## src/rtl/cic_pkg.sv

```systemverilog
package cic_pkg;

  // Strobes handed from the sequencing logic to the arithmetic
  typedef struct packed {
    logic sampleEn;  // accepted input sample this cycle
    logic decEn;     // accepted sample is a decimation point
    logic combEn;    // comb chain and output register advance
  } cicStrobes_t;

endpackage

```

## src/rtl/cic_ctrl.sv

```systemverilog
module cic_ctrl
  import cic_pkg::*;
#(
  parameter int STAGES = 5,
  parameter int RATE_W = 10,
  parameter int GROW_W = 6,
  parameter int STG_W  = 3
) (
  input  logic              clk,
  input  logic              rstN,
  input  logic              start,
  input  logic              inValid,
  input  logic [RATE_W-1:0] cfgRate,
  input  logic [STG_W-1:0]  cfgStages,
  input  logic [GROW_W-1:0] cfgGrowth,
  input  logic              cfgBypass,
  output cicStrobes_t       strb,
  output logic [STAGES-1:0] stageEn,
  output logic [GROW_W-1:0] shiftAmt
);

  logic              running;
  logic [RATE_W-1:0] rateCnt;
  logic [RATE_W-1:0] effRate;
  logic              sampleEn;
  logic              lastSample;
  logic              combEnQ;

  always_comb begin
    effRate    = cfgBypass ? '0 : cfgRate;
    sampleEn   = running & inValid;
    lastSample = sampleEn && (rateCnt == effRate);
    shiftAmt   = cfgBypass ? '0 : cfgGrowth;
  end

  always_ff @(posedge clk or negedge rstN) begin
    if (!rstN) begin
      running <= 1'b0;
      rateCnt <= '0;
      combEnQ <= 1'b0;
    end else begin
      running <= running | start;
      combEnQ <= lastSample;
      if (sampleEn) begin
        rateCnt <= lastSample ? '0 : rateCnt + 1'b1;
      end
    end
  end

  // Stage k is active when k < cfgStages; codes above STAGES saturate
  for (genvar k = 0; k < STAGES; k++) begin : g_stageDecode
    assign stageEn[k] = ~cfgBypass & (STG_W'(k) < cfgStages);
  end

  assign strb.sampleEn = sampleEn;
  assign strb.decEn    = lastSample;
  assign strb.combEn   = combEnQ;

endmodule

```

## src/rtl/cic_rounder.sv

```systemverilog
module cic_rounder #(
  parameter int ACC_W = 66,
  parameter int OUT_W = 19
) (
  input  logic signed [ACC_W-1:0] val,
  output logic        [OUT_W-1:0] q
);

  localparam int DROP = ACC_W - OUT_W;
  localparam logic [ACC_W:0] HALF = {{(ACC_W + 1 - DROP){1'b0}}, 1'b1, {(DROP - 1){1'b0}}};
  localparam logic [OUT_W-1:0] POS_MAX = {1'b0, {(OUT_W - 1){1'b1}}};
  localparam logic [OUT_W-1:0] NEG_MIN = {1'b1, {(OUT_W - 1){1'b0}}};

  logic signed [ACC_W:0] wide;
  logic signed [ACC_W:0] biased;
  logic signed [ACC_W:0] scaled;
  logic        [OUT_W:0] top;

  always_comb begin
    wide   = {val[ACC_W-1], val};
    // add half an output step, one less for negatives: ties go away from zero
    biased = wide + $signed(HALF) - $signed({{ACC_W{1'b0}}, val[ACC_W-1]});
    scaled = biased >>> DROP;
    top    = scaled[OUT_W:0];
    if (top[OUT_W] != top[OUT_W-1]) begin
      q = top[OUT_W] ? NEG_MIN : POS_MAX;
    end else begin
      q = top[OUT_W-1:0];
    end
  end

endmodule

```

## src/rtl/cic_datapath.sv

```systemverilog
module cic_datapath
  import cic_pkg::*;
#(
  parameter int IN_W   = 16,
  parameter int STAGES = 5,
  parameter int GROW_W = 6,
  parameter int ACC_W  = 66,
  parameter int OUT_W  = 19
) (
  input  logic              clk,
  input  logic              rstN,
  input  cicStrobes_t       strb,
  input  logic [STAGES-1:0] stageEn,
  input  logic [GROW_W-1:0] shiftAmt,
  input  logic [IN_W-1:0]   inData,
  output logic              outValid,
  output logic [OUT_W-1:0]  outData
);

  localparam int PAD = ACC_W - IN_W;

  logic signed [ACC_W-1:0] aligned;
  logic signed [ACC_W-1:0] intIn   [STAGES];
  logic signed [ACC_W-1:0] integ   [STAGES];
  logic signed [ACC_W-1:0] decReg;
  logic signed [ACC_W-1:0] combIn  [STAGES+1];
  logic signed [ACC_W-1:0] combDly [STAGES];
  logic        [OUT_W-1:0] rounded;

  assign aligned = $signed({inData, {PAD{1'b0}}}) >>> shiftAmt;

  // Integrators: each stage registered, all advance on an accepted sample
  for (genvar k = 0; k < STAGES; k++) begin : g_integ
    if (k == 0) begin : g_first
      assign intIn[k] = aligned;
    end else begin : g_next
      assign intIn[k] = integ[k-1];
    end
    always_ff @(posedge clk or negedge rstN) begin
      if (!rstN) begin
        integ[k] <= '0;
      end else if (strb.sampleEn) begin
        integ[k] <= (stageEn[k] ? integ[k] : '0) + intIn[k];
      end
    end
  end

  always_ff @(posedge clk or negedge rstN) begin
    if (!rstN) begin
      decReg <= '0;
    end else if (strb.decEn) begin
      decReg <= integ[STAGES-1];
    end
  end

  // Combs: combinational subtract chain, delay registers on the slow strobe
  assign combIn[0] = decReg;
  for (genvar k = 0; k < STAGES; k++) begin : g_comb
    assign combIn[k+1] = combIn[k] - combDly[k];
    always_ff @(posedge clk or negedge rstN) begin
      if (!rstN) begin
        combDly[k] <= '0;
      end else if (strb.combEn) begin
        combDly[k] <= stageEn[k] ? combIn[k] : '0;
      end
    end
  end

  cic_rounder #(
    .ACC_W(ACC_W),
    .OUT_W(OUT_W)
  ) u_round (
    .val(combIn[STAGES]),
    .q  (rounded)
  );

  always_ff @(posedge clk or negedge rstN) begin
    if (!rstN) begin
      outValid <= 1'b0;
      outData  <= '0;
    end else begin
      outValid <= strb.combEn;
      if (strb.combEn) begin
        outData <= rounded;
      end
    end
  end

endmodule

```

## src/rtl/cic_decimator.sv

```systemverilog
module cic_decimator
  import cic_pkg::*;
#(
  parameter int IN_W   = 16,
  parameter int STAGES = 5,
  parameter int RATE_W = 10,
  parameter int GROW_W = 6,
  parameter int FRAC_W = 3,
  localparam int STG_W = $clog2(STAGES + 1),
  localparam int OUT_W = IN_W + FRAC_W
) (
  input  logic              clk,
  input  logic              rstN,
  input  logic              start,
  input  logic              inValid,
  input  logic [IN_W-1:0]   inData,
  input  logic [RATE_W-1:0] cfgRate,
  input  logic [STG_W-1:0]  cfgStages,
  input  logic [GROW_W-1:0] cfgGrowth,
  input  logic              cfgBypass,
  output logic              outValid,
  output logic [OUT_W-1:0]  outData
);

  // Full precision: room for the largest growth the ratio and stages allow
  localparam int ACC_W = IN_W + STAGES * RATE_W;

  cicStrobes_t       strb;
  logic [STAGES-1:0] stageEn;
  logic [GROW_W-1:0] shiftAmt;

  cic_ctrl #(
    .STAGES(STAGES),
    .RATE_W(RATE_W),
    .GROW_W(GROW_W),
    .STG_W (STG_W)
  ) u_ctrl (
    .clk      (clk),
    .rstN     (rstN),
    .start    (start),
    .inValid  (inValid),
    .cfgRate  (cfgRate),
    .cfgStages(cfgStages),
    .cfgGrowth(cfgGrowth),
    .cfgBypass(cfgBypass),
    .strb     (strb),
    .stageEn  (stageEn),
    .shiftAmt (shiftAmt)
  );

  cic_datapath #(
    .IN_W  (IN_W),
    .STAGES(STAGES),
    .GROW_W(GROW_W),
    .ACC_W (ACC_W),
    .OUT_W (OUT_W)
  ) u_dp (
    .clk     (clk),
    .rstN    (rstN),
    .strb    (strb),
    .stageEn (stageEn),
    .shiftAmt(shiftAmt),
    .inData  (inData),
    .outValid(outValid),
    .outData (outData)
  );

endmodule

```

## config.mk

```make
export PLATFORM = sky130hd
export DESIGN_NAME = cic_decimator
export DESIGN_NICKNAME = d
export VERILOG_FILES = /design/src/rtl/cic_pkg.sv /design/src/rtl/cic_ctrl.sv /design/src/rtl/cic_rounder.sv /design/src/rtl/cic_datapath.sv /design/src/rtl/cic_decimator.sv
export SDC_FILE = /design/constraint.sdc
export NUM_CORES = 2
export LEC_CHECK = 0
export BUFFER_PORTS_ARGS = -buffer_cell sky130_fd_sc_hd__buf_2
export CORE_ASPECT_RATIO = 1.75
export CORE_UTILIZATION = 55
export CTS_CLUSTER_SIZE = 16
export DETAILED_ROUTE_END_ITERATION = 12
export GPL_ROUTABILITY_DRIVEN = 0
export GPL_TIMING_DRIVEN = 0
export MAX_ROUTING_LAYER = met4
export PLACE_DENSITY = 0.71
export SETUP_SLACK_MARGIN = 0.05
export SLEW_MARGIN = 20
export SYNTH_ARGS = -nofsm -noshare
export SYNTH_HDL_FRONTEND = slang
export SYNTH_SLANG_ARGS = --single-unit
```

## constraint.sdc

```tcl
create_clock -name clk -period 18.4 [get_ports clk]
set_clock_uncertainty 0.05 [all_clocks]
set_input_delay 2.76 -clock clk [delete_from_list [all_inputs] [get_ports clk]]
set_output_delay 2.76 -clock clk [all_outputs]
set_load 0.05 [all_outputs]
```

Word level (Yosys, flattened, before mapping) --
Cells that the tools add are included.
Word-level totals: bits of input ports 40, register bits 758, output and inout port bits 20, word-level logic and storage cells 61
Operators by class: muxes and demuxes 15, bitwise operators 8, $add $sub $neg 13, shift-type cells 1, eq/ne operators 2, $lt $le $gt $ge 5, reduce and logical (&&, ||, !) cells 1
Operators by type and width (count):
- two-way mux 66 bit | 10
- adder 66 bit | 5
- subtractor 66 bit | 5
- adder 66 x 48 -> 67 bit, second input constant | 1
- subtractor 67 x 2 -> 67 bit | 1
- >>> shifter 66 x 6 -> 66 bit | 1
- two-way mux 19 bit | 2
- two-way mux 10 bit | 2
- adder 10 x 1 -> 10 bit, second input constant | 1
- == test 10 bit | 1
- AND 1 bit | 6
- less-than comparator 1 x 3 -> 1 bit, first input constant | 2
- less-than comparator 2 x 3 -> 1 bit, first input constant | 2
- two-way mux 6 bit | 1
- less-than comparator 3 bit, first input constant | 1
- logical AND 1 bit | 1
- inequality test 1 bit | 1
- inverter 1 bit | 1
- bitwise OR 1 bit | 1

Logic depth before layout (Yosys ltp) --
depth after elaboration 9, gate-level depth with buffers 80

Hierarchy --
A second synthesis with hierarchy kept.
Unflattened totals: cells, all modules 8757, area, all modules 72062.9 µm²
By module, submodules not included:
- cic_datapath | area each 67627.4 µm², cells an instance 8097, times used 1
- cic_rounder | area each 3593.4 µm², cells an instance 560, times used 1
- cic_ctrl | area each 842.1 µm², cells an instance 100, times used 1

Worst setup path after synthesis --
No wires, ideal clock.
kind register -> register, start register u_dp.decReg[4], end register u_dp.outData[12], cell stages (with the launch flop) 77, path buffers 2, data arrival time 13.693 ns, required time 18.226 ns, clock period less this slack 13.867 ns, slack 4.533 ns, cells stage by stage dfrtp_1 -> ha_1 -> a21o_1 -> and4_1 -> o41a_1 -> nor2_1 -> nor2b_1 -> o21ai_0 -> nand2b_1 -> xor2_1 -> ha_1 -> nand3_1 -> nor2_1 -> a31oi_1 -> o21ai_0 -> a21oi_1 -> o21bai_1 -> a21oi_1 -> (+41 left out) -> xor2_1 -> inv_1 -> ha_1 -> a21oi_1 -> inv_1 -> a21o_1 -> a21oi_1 -> nor2b_1 -> o21a_1 -> o21ai_0 -> nand2_1 -> a211oi_1 -> nand2_1 -> a22oi_2 -> and2_1 -> buf_6 -> buf_8 -> a21oi_2
On the way: word-level cells in the longest chain between the ends 9
Ends and longest elaborated chain:
- start: declaration | line cic_datapath.sv:25 | logic signed [ACC_W-1:0] decReg;
- start signal: assignment | line cic_datapath.sv:52 | decReg <= integ[STAGES-1];
- subtractor 66 bit (*) (5 in a row) | line cic_datapath.sv:59 | assign combIn[k+1] = combIn[k] - combDly[k];
- adder 66 x 48 -> 67 bit | line cic_rounder.sv:22 | biased = wide + $signed(HALF) - $signed({{ACC_W{1'b0}}, val[ACC_W-1]});
- subtractor 67 x 2 -> 67 bit (*) | line cic_rounder.sv:22
- two-way mux 19 bit / inequality test 1 bit (equally long branches) | line cic_rounder.sv:26, cic_rounder.sv:25
- two-way mux 19 bit (*) | line cic_rounder.sv:25 | if (top[OUT_W] != top[OUT_W-1]) begin
- end signal: assignment | line cic_datapath.sv:84 | outData <= rounded;
- end: declaration | line cic_datapath.sv:17 | output logic [OUT_W-1:0] outData
Mark *: on every way between the ends. The rest lies on a longest branch, timed or not. A chain may end at the register's enable or synchronous reset.

Final worst setup path --
start register u_dp.decReg[0], end register u_dp.outData[10]
The elaborated chain is that of the path after synthesis.

==> impl_metrics.json <==
{
  "status": "finished, final reports clean",
  "synth_compound_area_share_pct": 25.1,
  "end_kind": "flip-flop",
  "synthesis.nets": 9203,
  "core_mm2": 0.123,
  "required_ns": 18.94,
  "wl_um": 217000,
  "clock_path_buffers": 3,
  "final_common_cell": "o21ai_0",
  "syn_avg_cell_area_um2": 8.04,
  "vias": 62900,
  "synth_xor_area_share_pct": 7.93,
  "synth_adder_area_share_pct": 13.5,
  "hp-class": "flip-flop to flip-flop",
  "seq_area_mm2": 0.0190,
  "setup_viol": 0,
  "synthCells": 8438,
  "gr-usage-met2_pct": 64.3,
  "wl_per_cell_um": 21.1,
  "dp_cells": 10100,
  "ys.flop_type": "dfrtp_1",
  "instances_no_fill": 10300,
  "worst_pin_slew_ns": 1.28,
  "synthArstFlopShare_pct": 100,
  "ys_seq_area_share_pct": 28.0,
  "critPathLaunchType": "flip-flop",
  "vias_per_cell": 6.11,
  "detail-route-antenna-nets": 0,
  "synthesis.area_mm2": 0.0678,
  "busiest_layer": "met2",
  "overflow": 0,
  "r2r-end": "u_dp.outData[10]",
  "worst_hold_path.num_cells": 0,
  "layout_common_cells": "o21ai_0 (956), dfrtp_1 (758), nand2_1 (719)",
  "rsz0062_at_grt": "false",
  "cp_max_fo": 10,
  "nets": 9357,
  "clk_pin_slew_ns": 0.06,
  "synth-edff-count": 0,
  "post_cts_buffers": 0,
  "crit_top_cell": "nor2_1",
  "multi_input_area_mm2": 0.0454,
  "initial_core_util_pct": 55.4,
  "synthMuxAreaShare_pct": 1.97,
  "criticalPathCategory": "flip-flop to flip-flop",
  "critPathArrivalTime_ns": 18.22,
  "die_w_um": 267,
  "slowest_stage": "nor4_1",
  "worstRegToRegCells": 74,
  "cts-root-buf": "clkbuf_16",
  "synth_top_family_by_area": "compound AO/OA/AOI/OAI gates",
  "grt_start_max_net_pins": 102,
  "critPathMaxStageDelay_ns": 0.85,
  "cts_max_level": 3,
  "yosys.area_share.simple_pct": 18.3,
  "cts_tree": "yes",
  "grt_pass1_wl_um": 336000,
  "drcViolationCount": 0,
  "antenna_found_initial": 5,
  "synth_cell_types": 97,
  "hold_violations": 0,
  "period_share_pct": 96.1,
  "r2r-start": "u_dp.decReg[0]",
  "min_to": "u_dp.outValid",
  "clock_sinks": 758,
  "grt_usage_pct": 35.6,
  "rows": 170,
  "die_y_um": 467,
  "drv_cap": 0,
  "synth_warnings": 0,
  "hold_start": "u_ctrl.combEnQ",
  "port_buffers": 58,
  "fillers": 11200,
  "fmax_mhz": 56.6,
  "drive_gt1_share_pct": 4.60,
  "fin_crit_ns": 17.68,
  "met3_usage_pct": 5.56,
  "ys_ff_latch": 758,
  "slew_viol_final": 0,
  "dp_hpwl_um": 172000,
  "cts_resized": 0,
  "boundaryPins": 60,
  "slew_headroom_pct": 14.1,
  "cts_hold_buf": 0,
  "cts-buffers-inserted": 81,
  "drtPass1Iterations": 8,
  "die_area_mm2": 0.125,
  "r2r_slack_ns": 0.72,
  "drtIter0Drc": 3086,
  "grt_pass1_vias": 64400,
  "synthToLayoutAreaGrowth_pct": 8.14,
  "met1_usage_pct": 29.6,
  "clock_latency_ns": 0.70
}
[state kept, by name, indices dropped and copies added, names as in the netlist]
name,count
u_dp.outData,19
u_ctrl.rateCnt,10
u_ctrl.combEnQ,1
u_dp.combDly,330
u_dp.intIn,264
u_dp.decReg,66
u_dp.integ,66
u_ctrl.running,1
u_dp.outValid,1
[Yosys cell counts (252+ instances only)]
master    instances  area [um2]
nand2_1         719        2700
and2_1          360        2250
nor2_1          378        1420
a21o_1          397        2980
xnor2_1         335        2930
o21ai_0         960        4800
xor2_1          275        2410
inv_1           641        2410
ha_1            715        8950
a21oi_1         711        3560
clkbuf_1        252         946
dfrtp_1         758       19000
nand3_1         420        2100
[worst max-delay path: cells and delay by family, from the launching register on]
kind	cells	cell delay, ns
buffers and inverters	6	0.80
adder cells (fa/ha/maj)	7	2.63
AND/OR/NAND/NOR	30	5.73
AO/OA/AOI/OAI	28	7.04
flip-flops	1	0.35
XOR/XNOR	3	0.95
[kinds of logic (layout without fill, tap and decap cells)]
| logic type | after synthesis | in the layout |
|---|---|---|
| multiplexers | 124 | 124 |
| other | 0 | 4 |
| AO/OA/AOI/OAI | 2774 | 2774 |
| buffers and inverters | 943 | 1161 |
| adder cells (fa/ha/maj) | 725 | 725 |
| AND/OR/NAND/NOR | 2502 | 2502 |
| XOR/XNOR | 612 | 612 |
| flip-flops | 758 | 758 |
[metrics by stage]
stage,setup TNS [ns],cell area [um2],worst slack (ns),utilization [%],hold slack (ns)
floorplan,0,67800,4.53,-,0.302
global placement,-1540.31,70200,-2.26,57.3,0.309
detailed placement,0,70500,0.884,57.6,0.320
CTS,0,73300,0.749,59.8,0.337
global route,0,73400,0.0215,59.9,0.355
finish,0,73400,0.718,59.9,0.332
[cell type report]
type	count	area share [%]
antenna	4	0.0136
buffer	302	1.60
clock buffer	115	3.27
clock inverter	32	0.556
inverter	641	3.28
multi-input combinational	6737	61.8
sequential	758	25.9
tap	1634	2.79
timing repair buffer	71	0.808
[routing by layer]
layer	vias to the layer above	wire length, um
li1	30200	-
met3	1057	9190
met1	29900	70000
met4	0	26700
met2	1760	112000
met5	-	0
[worst max-delay path by stage]
stage,startpoint,end,slack (ns),depth (start not counted)
after global routing,u_dp.decReg[0],u_dp.outData[10],0.02,72
after CTS,u_dp.decReg[4],u_dp.outData[10],0.75,69
after detailed placement,u_dp.decReg[5],u_dp.outData[16],0.88,70
after floorplan,u_dp.decReg[4],u_dp.outData[12],4.53,76
final,u_dp.decReg[0],u_dp.outData[10],0.72,74
after global placement,rstN,u_dp.intIn[27],-2.26,1
Power is not shown: default switching activity piles up to over one toggle a cycle in this logic, so the estimate is an artifact.
